$ cat src/rtl/wcyc_pkg.sv
// Shared types for the self-timed page programming controller.
package wcyc_pkg;

    // Controller phases: idle, timed programming, byte store.
    typedef enum logic [1:0] {
        ST_IDLE  = 2'd0,
        ST_PROG  = 2'd1,
        ST_STORE = 2'd2
    } wc_state_e;

endpackage

$ cat src/rtl/wcyc_window.sv
// Write-protect cancel window.
// Opens on the strobe marking capture of bit 0 of the first data byte and
// latches a cancel if wp is high from that cycle on. A commit closes the
// window and clears any latched cancel. Assumes one strobe per transaction.
module wcyc_window (
    input  logic clk,
    input  logic rst_n,
    input  logic open_strobe,
    input  logic wp,
    input  logic commit,
    output logic veto
);

    logic armed;

    // Track the window and latch a cancel seen inside it.
    always_ff @(posedge clk) begin
        if (!rst_n) begin
            armed <= 1'b0;
            veto  <= 1'b0;
        end else if (commit) begin
            armed <= 1'b0;
            veto  <= 1'b0;
        end else begin
            if (open_strobe)
                armed <= 1'b1;
            if ((armed || open_strobe) && wp)
                veto <= 1'b1;
        end
    end

    assert_prewindow_ignored_R3: assert property (@(posedge clk) disable iff (!rst_n)
        (!armed && !open_strobe && !veto) |=> !veto);

    assert_commit_clears_cancel_R4: assert property (@(posedge clk) disable iff (!rst_n)
        commit |=> (!veto && !armed));

endmodule

$ cat src/rtl/wcyc_timer.sv
// Programming interval counter.
// Counts cycles while the controller is active. It flags the last cycle of
// the programming phase and the last cycle of the whole interval.
// Assumes CYCLE_LEN > PAGE_BYTES.
module wcyc_timer #(
    parameter int CYCLE_LEN  = 1250000,
    parameter int PAGE_BYTES = 16
) (
    input  logic clk,
    input  logic rst_n,
    input  logic start,
    input  logic abort,
    input  logic active,
    output logic prog_done,
    output logic cycle_done
);

    localparam int TMR_W    = $clog2(CYCLE_LEN);
    localparam int PROG_LEN = CYCLE_LEN - PAGE_BYTES;

    logic [TMR_W-1:0] cnt;

    // Cycle counter, restarted on start or abort, wraps at interval end.
    always_ff @(posedge clk) begin
        if (!rst_n)
            cnt <= '0;
        else if (start || abort)
            cnt <= '0;
        else if (active)
            cnt <= cycle_done ? '0 : cnt + 1'b1;
    end

    // Phase boundary flags.
    always_comb begin
        prog_done  = active && (cnt == TMR_W'(PROG_LEN - 1));
        cycle_done = active && (cnt == TMR_W'(CYCLE_LEN - 1));
    end

    assert_interval_runs_full_R1: assert property (@(posedge clk) disable iff (!rst_n)
        cycle_done |-> $past(active));

endmodule

$ cat src/rtl/wcyc_stage.sv
// Burst staging and array write sequencer.
// Latches base, clamped count and data on load. During the store phase it
// emits one array write per cycle for the staged bytes. The low address bits
// wrap within the page.
module wcyc_stage #(
    parameter int ADDR_W     = 10,
    parameter int DATA_W     = 8,
    parameter int PAGE_BYTES = 16
) (
    input  logic                         clk,
    input  logic                         rst_n,
    input  logic                         load,
    input  logic                         store,
    input  logic [ADDR_W-1:0]            base_in,
    input  logic [$clog2(PAGE_BYTES):0]  count_in,
    input  logic [PAGE_BYTES*DATA_W-1:0] data_in,
    output logic                         arr_we,
    output logic [ADDR_W-1:0]            arr_addr,
    output logic [DATA_W-1:0]            arr_wdata
);

    localparam int PAGE_BITS = $clog2(PAGE_BYTES);
    localparam int CNT_W     = PAGE_BITS + 1;

    logic [ADDR_W-1:0]            base_q;
    logic [CNT_W-1:0]             cnt_q;
    logic [PAGE_BYTES*DATA_W-1:0] data_q;
    logic [PAGE_BITS-1:0]         idx;

    // Capture the burst on load and step the byte index while storing.
    always_ff @(posedge clk) begin
        if (!rst_n) begin
            base_q <= '0;
            cnt_q  <= '0;
            data_q <= '0;
            idx    <= '0;
        end else if (load) begin
            base_q <= base_in;
            cnt_q  <= (count_in > CNT_W'(PAGE_BYTES)) ? CNT_W'(PAGE_BYTES) : count_in;
            data_q <= data_in;
            idx    <= '0;
        end else if (store) begin
            idx <= idx + 1'b1;
        end
    end

    // Array write port: mask bytes beyond the count, wrap within the page.
    always_comb begin
        arr_we    = store && ({1'b0, idx} < cnt_q);
        arr_addr  = {base_q[ADDR_W-1:PAGE_BITS], base_q[PAGE_BITS-1:0] + idx};
        arr_wdata = data_q[idx*DATA_W +: DATA_W];
    end

    assert_page_wrap_increment_R2: assert property (@(posedge clk) disable iff (!rst_n)
        (arr_we && $past(arr_we)) |->
            (arr_addr[PAGE_BITS-1:0] == PAGE_BITS'($past(arr_addr[PAGE_BITS-1:0]) + 1'b1)));

    assert_burst_held_while_storing_R8: assert property (@(posedge clk) disable iff (!rst_n)
        (store && $past(store)) |-> ($stable(base_q) && $stable(cnt_q)));

endmodule

$ cat src/rtl/wcyc_ctrl.sv
// Self-timed page programming controller, top level.
// Accepts a committed burst, runs a fixed-length programming interval with
// busy high, and stores the burst in the last PAGE_BYTES cycles. Write
// protect and low supply refuse a commit, and they abort the interval during
// its programming phase. Assumes the engine drives commit only after stop.
module wcyc_ctrl
    import wcyc_pkg::*;
#(
    parameter int ADDR_W     = 10,
    parameter int DATA_W     = 8,
    parameter int PAGE_BYTES = 16,
    parameter int CYCLE_LEN  = 1250000
) (
    input  logic                                clk,
    input  logic                                rst_n,
    input  logic                                commit,
    input  logic [ADDR_W-1:0]                   base_addr,
    input  logic [$clog2(PAGE_BYTES):0]         byte_count,
    input  logic [PAGE_BYTES*DATA_W-1:0]        burst_data,
    input  logic                                first_bit_seen,
    input  logic                                wp,
    input  logic                                low_vcc,
    output logic                                busy,
    output logic                                arr_we,
    output logic [ADDR_W-1:0]                   arr_addr,
    output logic [DATA_W-1:0]                   arr_wdata
);

    wc_state_e state;
    logic      veto;
    logic      accept;
    logic      abort;
    logic      prog_done;
    logic      cycle_done;

    // Acceptance of a commit and abort of a running programming phase.
    always_comb begin
        accept = commit && (state == ST_IDLE) && (byte_count != '0)
                 && !wp && !low_vcc && !veto;
        abort  = (state == ST_PROG) && (wp || low_vcc);
        busy   = (state != ST_IDLE);
    end

    // Phase sequencer.
    always_ff @(posedge clk) begin
        if (!rst_n)
            state <= ST_IDLE;
        else begin
            unique case (state)
                ST_IDLE:  if (accept) state <= ST_PROG;
                ST_PROG:  if (abort) state <= ST_IDLE;
                          else if (prog_done) state <= ST_STORE;
                ST_STORE: if (cycle_done) state <= ST_IDLE;
                default:  state <= ST_IDLE;
            endcase
        end
    end

    wcyc_window u_window (
        .clk         (clk),
        .rst_n       (rst_n),
        .open_strobe (first_bit_seen),
        .wp          (wp),
        .commit      (commit),
        .veto        (veto)
    );

    wcyc_timer #(
        .CYCLE_LEN  (CYCLE_LEN),
        .PAGE_BYTES (PAGE_BYTES)
    ) u_timer (
        .clk        (clk),
        .rst_n      (rst_n),
        .start      (accept),
        .abort      (abort),
        .active     (busy),
        .prog_done  (prog_done),
        .cycle_done (cycle_done)
    );

    wcyc_stage #(
        .ADDR_W     (ADDR_W),
        .DATA_W     (DATA_W),
        .PAGE_BYTES (PAGE_BYTES)
    ) u_stage (
        .clk       (clk),
        .rst_n     (rst_n),
        .load      (accept),
        .store     (state == ST_STORE),
        .base_in   (base_addr),
        .count_in  (byte_count),
        .data_in   (burst_data),
        .arr_we    (arr_we),
        .arr_addr  (arr_addr),
        .arr_wdata (arr_wdata)
    );

    assert_busy_needs_commit_R1: assert property (@(posedge clk) disable iff (!rst_n)
        $rose(busy) |-> $past(commit));

    assert_refused_commit_R5: assert property (@(posedge clk) disable iff (!rst_n)
        (!busy && commit && (wp || low_vcc)) |=> !busy);

    assert_abort_releases_R6: assert property (@(posedge clk) disable iff (!rst_n)
        abort |=> !busy);

    assert_store_phase_atomic_R7: assert property (@(posedge clk) disable iff (!rst_n)
        (state == ST_STORE && !cycle_done) |=> (state == ST_STORE));

    assert_reset_quiet_R9: assert property (@(posedge clk)
        !rst_n |=> (!busy && !arr_we));

endmodule

$ cat config.mk
export PLATFORM = sky130hd
export DESIGN_NAME = wcyc_ctrl
export DESIGN_NICKNAME = d
export VERILOG_FILES = /design/src/rtl/wcyc_pkg.sv /design/src/rtl/wcyc_window.sv /design/src/rtl/wcyc_timer.sv /design/src/rtl/wcyc_stage.sv /design/src/rtl/wcyc_ctrl.sv
export SDC_FILE = /design/constraint.sdc
export NUM_CORES = 1
export LEC_CHECK = 0
export CORE_MARGIN = 2
export CORE_UTILIZATION = 30
export CTS_BUF_LIST = sky130_fd_sc_hd__clkbuf_8 sky130_fd_sc_hd__clkbuf_16
export DETAILED_ROUTE_END_ITERATION = 10
export PLACE_DENSITY = 0.62
export SLEW_MARGIN = 20
export SYNTH_ARGS = -nofsm -noshare
export SYNTH_HDL_FRONTEND = slang
export SYNTH_SLANG_ARGS = --single-unit
export TNS_END_PERCENT = 10
$ cat constraint.sdc
create_clock -name clk -period 5.4 [get_ports clk]
set_input_delay 1.08 -clock clk [delete_from_list [all_inputs] [get_ports clk]]
set_output_delay 1.08 -clock clk [all_outputs]
set_load 0.1 [all_outputs]
==> flow_summary.yaml, run 1 <==
clock_network:
  clkTransAtPathRegs_ns: 0.07
  cts_tree: "done"
  cts.sinks: 172
  worstSkewPairLatency_ns: 0.43
  cts_setup_buffers: 0
  clock_tree.root_cell: "clkbuf_16"
  ctsResizeCount: 0
  clk_path_buf_depth: 2
  hold_buffers: 0
  cts_buffers: 17
  htree_levels: 4
detailed_routing:
  vias: 6318
  wl_um: 23320
  initialDrtViolationCount: 512
  wire_per_inst_um: 17.61
  via_per_inst: 4.772
  drc: 0
  drt-pass1-iter-count: 4
  final_antenna_net_count: 0
setup_path:
  cp-start-kind: "flop"
  worstPathRequired_ns: 4.32
  critPathMaxFanout: 37
  end_kind: "output pin"
  criticalPathCategory: "flop to output pin"
  crit_arrival_ns: 3.52
  rrSetupSlack_ns: 2.83
pwr:
  p_int_mw: 2.149
  peakVddDrop_mv: 0.1969
  p_leak_nw: 3.421
  p_per_area_mw_per_mm2: 279.8
  p_sw_share_pct: 24.86
  power_frac_clock_pct: 43.3
  p_switching_mw: 0.7110
  pwr-share-seq_pct: 46.6
  comb_power_share_pct: 10.1
run:
  cap_viol_max_count: 0
floorplanning:
  coreArea_sq_mm: 0.02533
  ioPinCount: 169
  die_h_um: 165.0
  chipWidth_um: 165.0
  die_area_sq_mm: 0.02721
  num_rows: 58
  start_util_pct: 30.69
placed_design:
  hpwlAfterDp_um: 17280
  dpl.cell_count: 1292
  io_buffers: 168
  pre_cts_ws_ns: 1.082
  place.gp.congestion: 0.8412
grt:
  gr-total-overflow: 0
  grtUsageTotal_pct: 17.14
  antenna_found_initial: 0
  grt_max_degree: 145
  grt_pass1_wl_um: 34640
  grt_pass1_vias: 5996
synth:
  ys_types: 44
  synthAdderAreaFrac_pct: 1.545
  synth_xor_area_share_pct: 2.704
  synth_area_sq_mm: 0.007772
  synth_edf_count: 0
  synth.yosys.seq_area_share_pct: 44.30
  ys_async_sr_fraction_pct: 0
  syn_nets: 1014
  synth_cells: 856
  synthTopCellsByArea: "dfxtp_1, nand2_1, a21boi_0"
  synth_mux_area_share_pct: 11.59
  yosysMostFrequentCell: "nand2_1"
  yosysTopAreaCellShare_pct: 44.30
  synth_compound_area_share_pct: 15.84
  avgSynthCellArea_sq_um: 9.080
  synth_flop_cell: "dfxtp_1"
  ys_warn_count: 0
  ys_ff_latch: 172
  synthTopCellsByCount: "nand2_1, dfxtp_1, a21boi_0, mux4_2"
  synth_top_family_by_area: "simple AND/OR/NAND/NOR gates"
  yosysTopAreaCell: "dfxtp_1"
  synthSimpleGateAreaFrac_pct: 19.32
timing:
  tns_ns: 0
  slew-limit-headroom_pct: 32.74
  finalClockSkew_ns: 0.009422
  finalSetupViolCount: 0
  period_needed_ns: 4.596
  final_max_slew_viol_count: 0
  period_share_pct: 85.10
  setup_slack_ns: 0.8045
  fmax_mhz: 217.6
  tightest_slew_ns: 1.006
  rsz0062_at_grt: "no"
  finalHoldViolCount: 0
cells_and_area:
  synthToLayoutAreaGrowth_pct: 31.49
  drive_gt1_share_pct: 8.551
  final_util_pct: 40.35
  n_antenna_cell: 0
  finalNetCount: 1139
  instances_no_fill: 1324
outcome:
  status: "finished, final reports clean"
hold_path:
  min_path_type: "flop to flop"
[layer usage]
metal  wire [um]  global-route usage [%]  vias to the layer above  share of wire [%]
met5           0                       0                        -                  0
met2       11070                   27.58                      197                 47
li1            -                       -                     3126                  -
met1       10010                   22.36                     2965                 43
met3        1526                   4.068                       30                6.5
met4         707                   6.403                        0                3.0
[registers in the layout, summed over array words and instances, names as in the netlist]
| register | cells |
|---|---|
| u_stage.idx | 4 |
| u_stage.cnt_q | 5 |
| u_stage.data_q | 128 |
| u_timer.cnt | 21 |
| u_window.veto | 1 |
| u_window.armed | 1 |
| u_stage.base_q | 10 |
| state | 2 |
[logic make-up (layout without fill, tap and decap cells)]
| logic type | Yosys count | in the layout |
|---|---|---|
| muxes | 40 | 40 |
| buffers and inverters | 80 | 218 |
| and+or+nand+nor | 366 | 366 |
| adders and majority gates | 9 | 9 |
| DFF | 172 | 172 |
| xor gates and xnor gates | 24 | 24 |
| AOI/OAI and AO/OA | 165 | 165 |
[critical path, cell delays in order (launching register included)]
cell and delay (ns):
dfxtp_2 0.95, mux4_2 0.63, mux4_2 0.50, clkdlybuf4s50_1 1.00
[power groups by stage]
stage	combinational (mW)	clock, mW	sequential, mW
after floorplan	0.145	0	1.34
after global placement	0.288	0	1.36
after detailed placement	0.289	0	1.36
after CTS	0.291	1.27	1.33
after global routing	0.311	1.32	1.33
final	0.289	1.24	1.33
[area by class of cell]
type                       instances  area [sq um]
timing repair buffer             173          1742
sequential                       172          3448
fill                            2474         15110
clock inverter                    15         171.4
multi-input combinational        604          3971
tap                              330         412.9
clock buffer                      17         425.4
inverter                          13         48.80
[final timing paths]
check                           cells past startpoint                              end                       startpoint
worst max-delay path                                3                     arr_wdata[3]      u_stage.idx[1]$_SDFFE_PP0P_
worst min-delay path                                2  u_stage.data_q[71]$_SDFFE_PN0P_  u_stage.data_q[71]$_SDFFE_PN0P_
worst max register to register                      6  u_stage.data_q[75]$_SDFFE_PN0P_            state[1]$_SDFFE_PN0P_
worst min register to register                      2  u_stage.data_q[71]$_SDFFE_PN0P_  u_stage.data_q[71]$_SDFFE_PN0P_
[cell usage in the layout (no fill, tap or decap), types with 4 or more instances in the layout]
cell type and instances:
a21boi_0 122, a21boi_1 17, a21oi_1 9, buf_4 4, clkbuf_16 17, clkdlybuf4s50_1 167
clkinvlp_4 4, dfxtp_1 170, ha_1 8, inv_1 15, mux4_2 40, nand2_1 289
nand2b_1 4, nand3_1 7, nand4_1 7, nor2_1 30, nor2b_1 7, nor3_1 6
xnor2_1 9, xor2_1 15
[through the flow]
step                cell area, sq um  power, mW  hold slack, ns
finish                         10220      2.860          0.4604
global route                   10220      2.970          0.4831
CTS                            10220      2.893          0.4652
detailed placement              9620      1.651          0.4577
global placement                9620      1.650          0.4518
floorplan                       7772      1.490          0.4319
No activity file was read; power rests on OpenSTA's default activity.
==> run 2: changes to the inputs <==
- SKIP_LAST_GASP: default -> 1
- SLEW_MARGIN: 20 -> default
- clock period: 5.4 -> 4.6 ns (I/O delays scaled with it)
==> run 2 against run 1 <==
  * Global-route usage down 0.74 points
  * Via count hardly changed
  * Sequential share of layout area up 0.096 points
  * Worst hold slack got worse by 0.0052 ns
  * Sequential power rose by 17%
  * Non-clock buffer count up 1
  * Clock power up 15%
  * Critical path depth is 1 higher
  * Final area is 0.36% lower
  * Combinational power increased by 19%
  * Flip-flop and latch count stayed put
  * Critical path type unchanged
  * Critical endpoint is now arr_wdata[6]
  * Largest cell class unchanged
==> flow_summary.yaml, run 2 (synthesized netlist as in run 1, its figures left out) <==
outcome:
  status: "finished, final reports clean"
timing:
  period_share_pct: 82.05
  final_max_slew_viol_count: 0
  tns_ns: 0
  finalClockSkew_ns: 0.008623
  slew-limit-headroom_pct: 34.25
  tightest_slew_ns: 0.9831
  fmax_mhz: 264.9
  finalSetupViolCount: 0
  rsz0062_at_grt: "no"
  finalHoldViolCount: 0
  period_needed_ns: 3.774
  whs_ns: 0.4551
floorplanning:
  start_util_pct: 30.69
  num_rows: 58
  chipWidth_um: 165.0
  coreArea_sq_mm: 0.02533
  die_h_um: 165.0
  die_area_sq_mm: 0.02721
  ioPinCount: 169
pwr:
  peakVddDrop_mv: 0.1882
  power_mw: 3.335
  p_leak_nw: 3.457
  p_per_area_mw_per_mm2: 327.5
clock_network:
  htree_levels: 4
  worstSkewPairLatency_ns: 0.42
  clock_tree.root_cell: "clkbuf_16"
  cts_buffers: 17
  cts_setup_buffers: 0
  cts_tree: "done"
  hold_buffers: 0
  cts.sinks: 172
  ctsResizeCount: 0
  clk_path_buf_depth: 2
  clkTransAtPathRegs_ns: 0.06
hold_path:
  holdPathStages: 2
  min_path_type: "flop to flop"
setup_path:
  criticalPathCategory: "flop to output pin"
  critPathMaxFanout: 25
  crit_chain: "buf_4 -> mux4_2 -> mux4_2 -> buf_4"
  cpMaxStageDelayCell: "dfxtp_2"
  end_kind: "output pin"
  cp_num_buf_inv: 2
  crit_family: "multiplexers"
  cp-start-kind: "flop"
  cpPeakStageDelay_ns: 0.82
  worstPathRequired_ns: 3.68
  crit_arrival_ns: 2.85
  path_depth: 4
  reg2reg_depth: 6
cells_and_area:
  final_cell_mix: "nand2_1, dfxtp_1, clkdlybuf4s50_1"
  n_antenna_cell: 0
  largest_reg_flops: 128
  mostFrequentLayoutCell: "nand2_1"
  finalNetCount: 1140
  drive_gt1_share_pct: 9.677
  largest_registers: "u_stage.data_q: 128 flops, u_timer.cnt: 21 flops, u_stage.base_q: 10 flops"
  top_register: "u_stage.data_q"
  synthToLayoutAreaGrowth_pct: 31.02
detailed_routing:
  wl_um: 22010
  wire_per_inst_um: 16.65
  final_antenna_net_count: 0
  route.met2.wl_um: 10390
  drt-pass1-iter-count: 5
  vias: 6321
  highest_layer: "met4"
  via_per_inst: 4.781
  wl_met1_um: 9901
  drc: 0
  route.met3.wl_um: 1348
  initialDrtViolationCount: 438
grt:
  grt_pass1_vias: 6234
  grt_max_degree: 145
  gr-total-overflow: 0
  antenna_found_initial: 0
  grtUsageTotal_pct: 16.40
  grt_pass1_wl_um: 33890
run:
  cap_viol_max_count: 0
placed_design:
  place.gp.congestion: 0.7835
  hpwlAfterDp_um: 15840
  io_buffers: 168
-- run 2: worst paths after layout --
kind | slack, ns | startpoint | to
setup reg to reg | 2.22 | state[1]$_SDFFE_PN0P_ | u_stage.data_q[65]$_SDFFE_PN0P_
hold / removal | 0.46 | u_stage.data_q[67]$_SDFFE_PN0P_ | u_stage.data_q[67]$_SDFFE_PN0P_
hold reg to reg | 0.46 | u_stage.data_q[67]$_SDFFE_PN0P_ | u_stage.data_q[67]$_SDFFE_PN0P_
setup / recovery | 0.83 | u_stage.idx[1]$_SDFFE_PP0P_ | arr_wdata[6]
-- run 2: metrics by stage --
step                      std cells  cell area [sq um]  setup slack, ns  util (%)
after floorplan                 856               7772           0.3383         -
after global placement         1293               9608            1.269     37.94
after detailed placement       1293               9608            1.260     37.94
after CTS                      1322              10180           0.7979     40.21
after global routing           1322              10180           0.6856     40.21
final                          1322              10180           0.8256     40.21
-- run 2: final cells by class --
class	instances	area, sq um
Clock inverter	12	150.1
Tap cell	330	412.9
Fill cell	2504	15140
Inverter	13	48.80
Sequential cell	172	3446
Clock buffer	17	425.4
Multi-Input combinational cell	604	3971
Timing Repair Buffer	174	1729
-- run 2: worst reg2reg max path: stages (launching register included) --
cell      delay (ns)
dfxtp_1         0.38
nor4_2          0.44
and2_1          0.29
o21a_4          0.46
buf_12          0.40
nand2_1         0.12
a21boi_0        0.21
-- run 2: power breakdown --
part           switching (mW)  internal [mW]  leakage (nW)  total (mW)
logic                   0.163          0.180          1.77       0.344
clock network           0.590          0.844         0.288        1.43
registers              0.0254           1.53          1.40        1.56
-- run 2: metal layers --
metal  GRT usage [%]  vias to the layer above
met1           21.82                     3002
li1                -                     3124
met2           26.49                      172
met3           3.817                       23
met4           4.941                        0
met5               0                        -
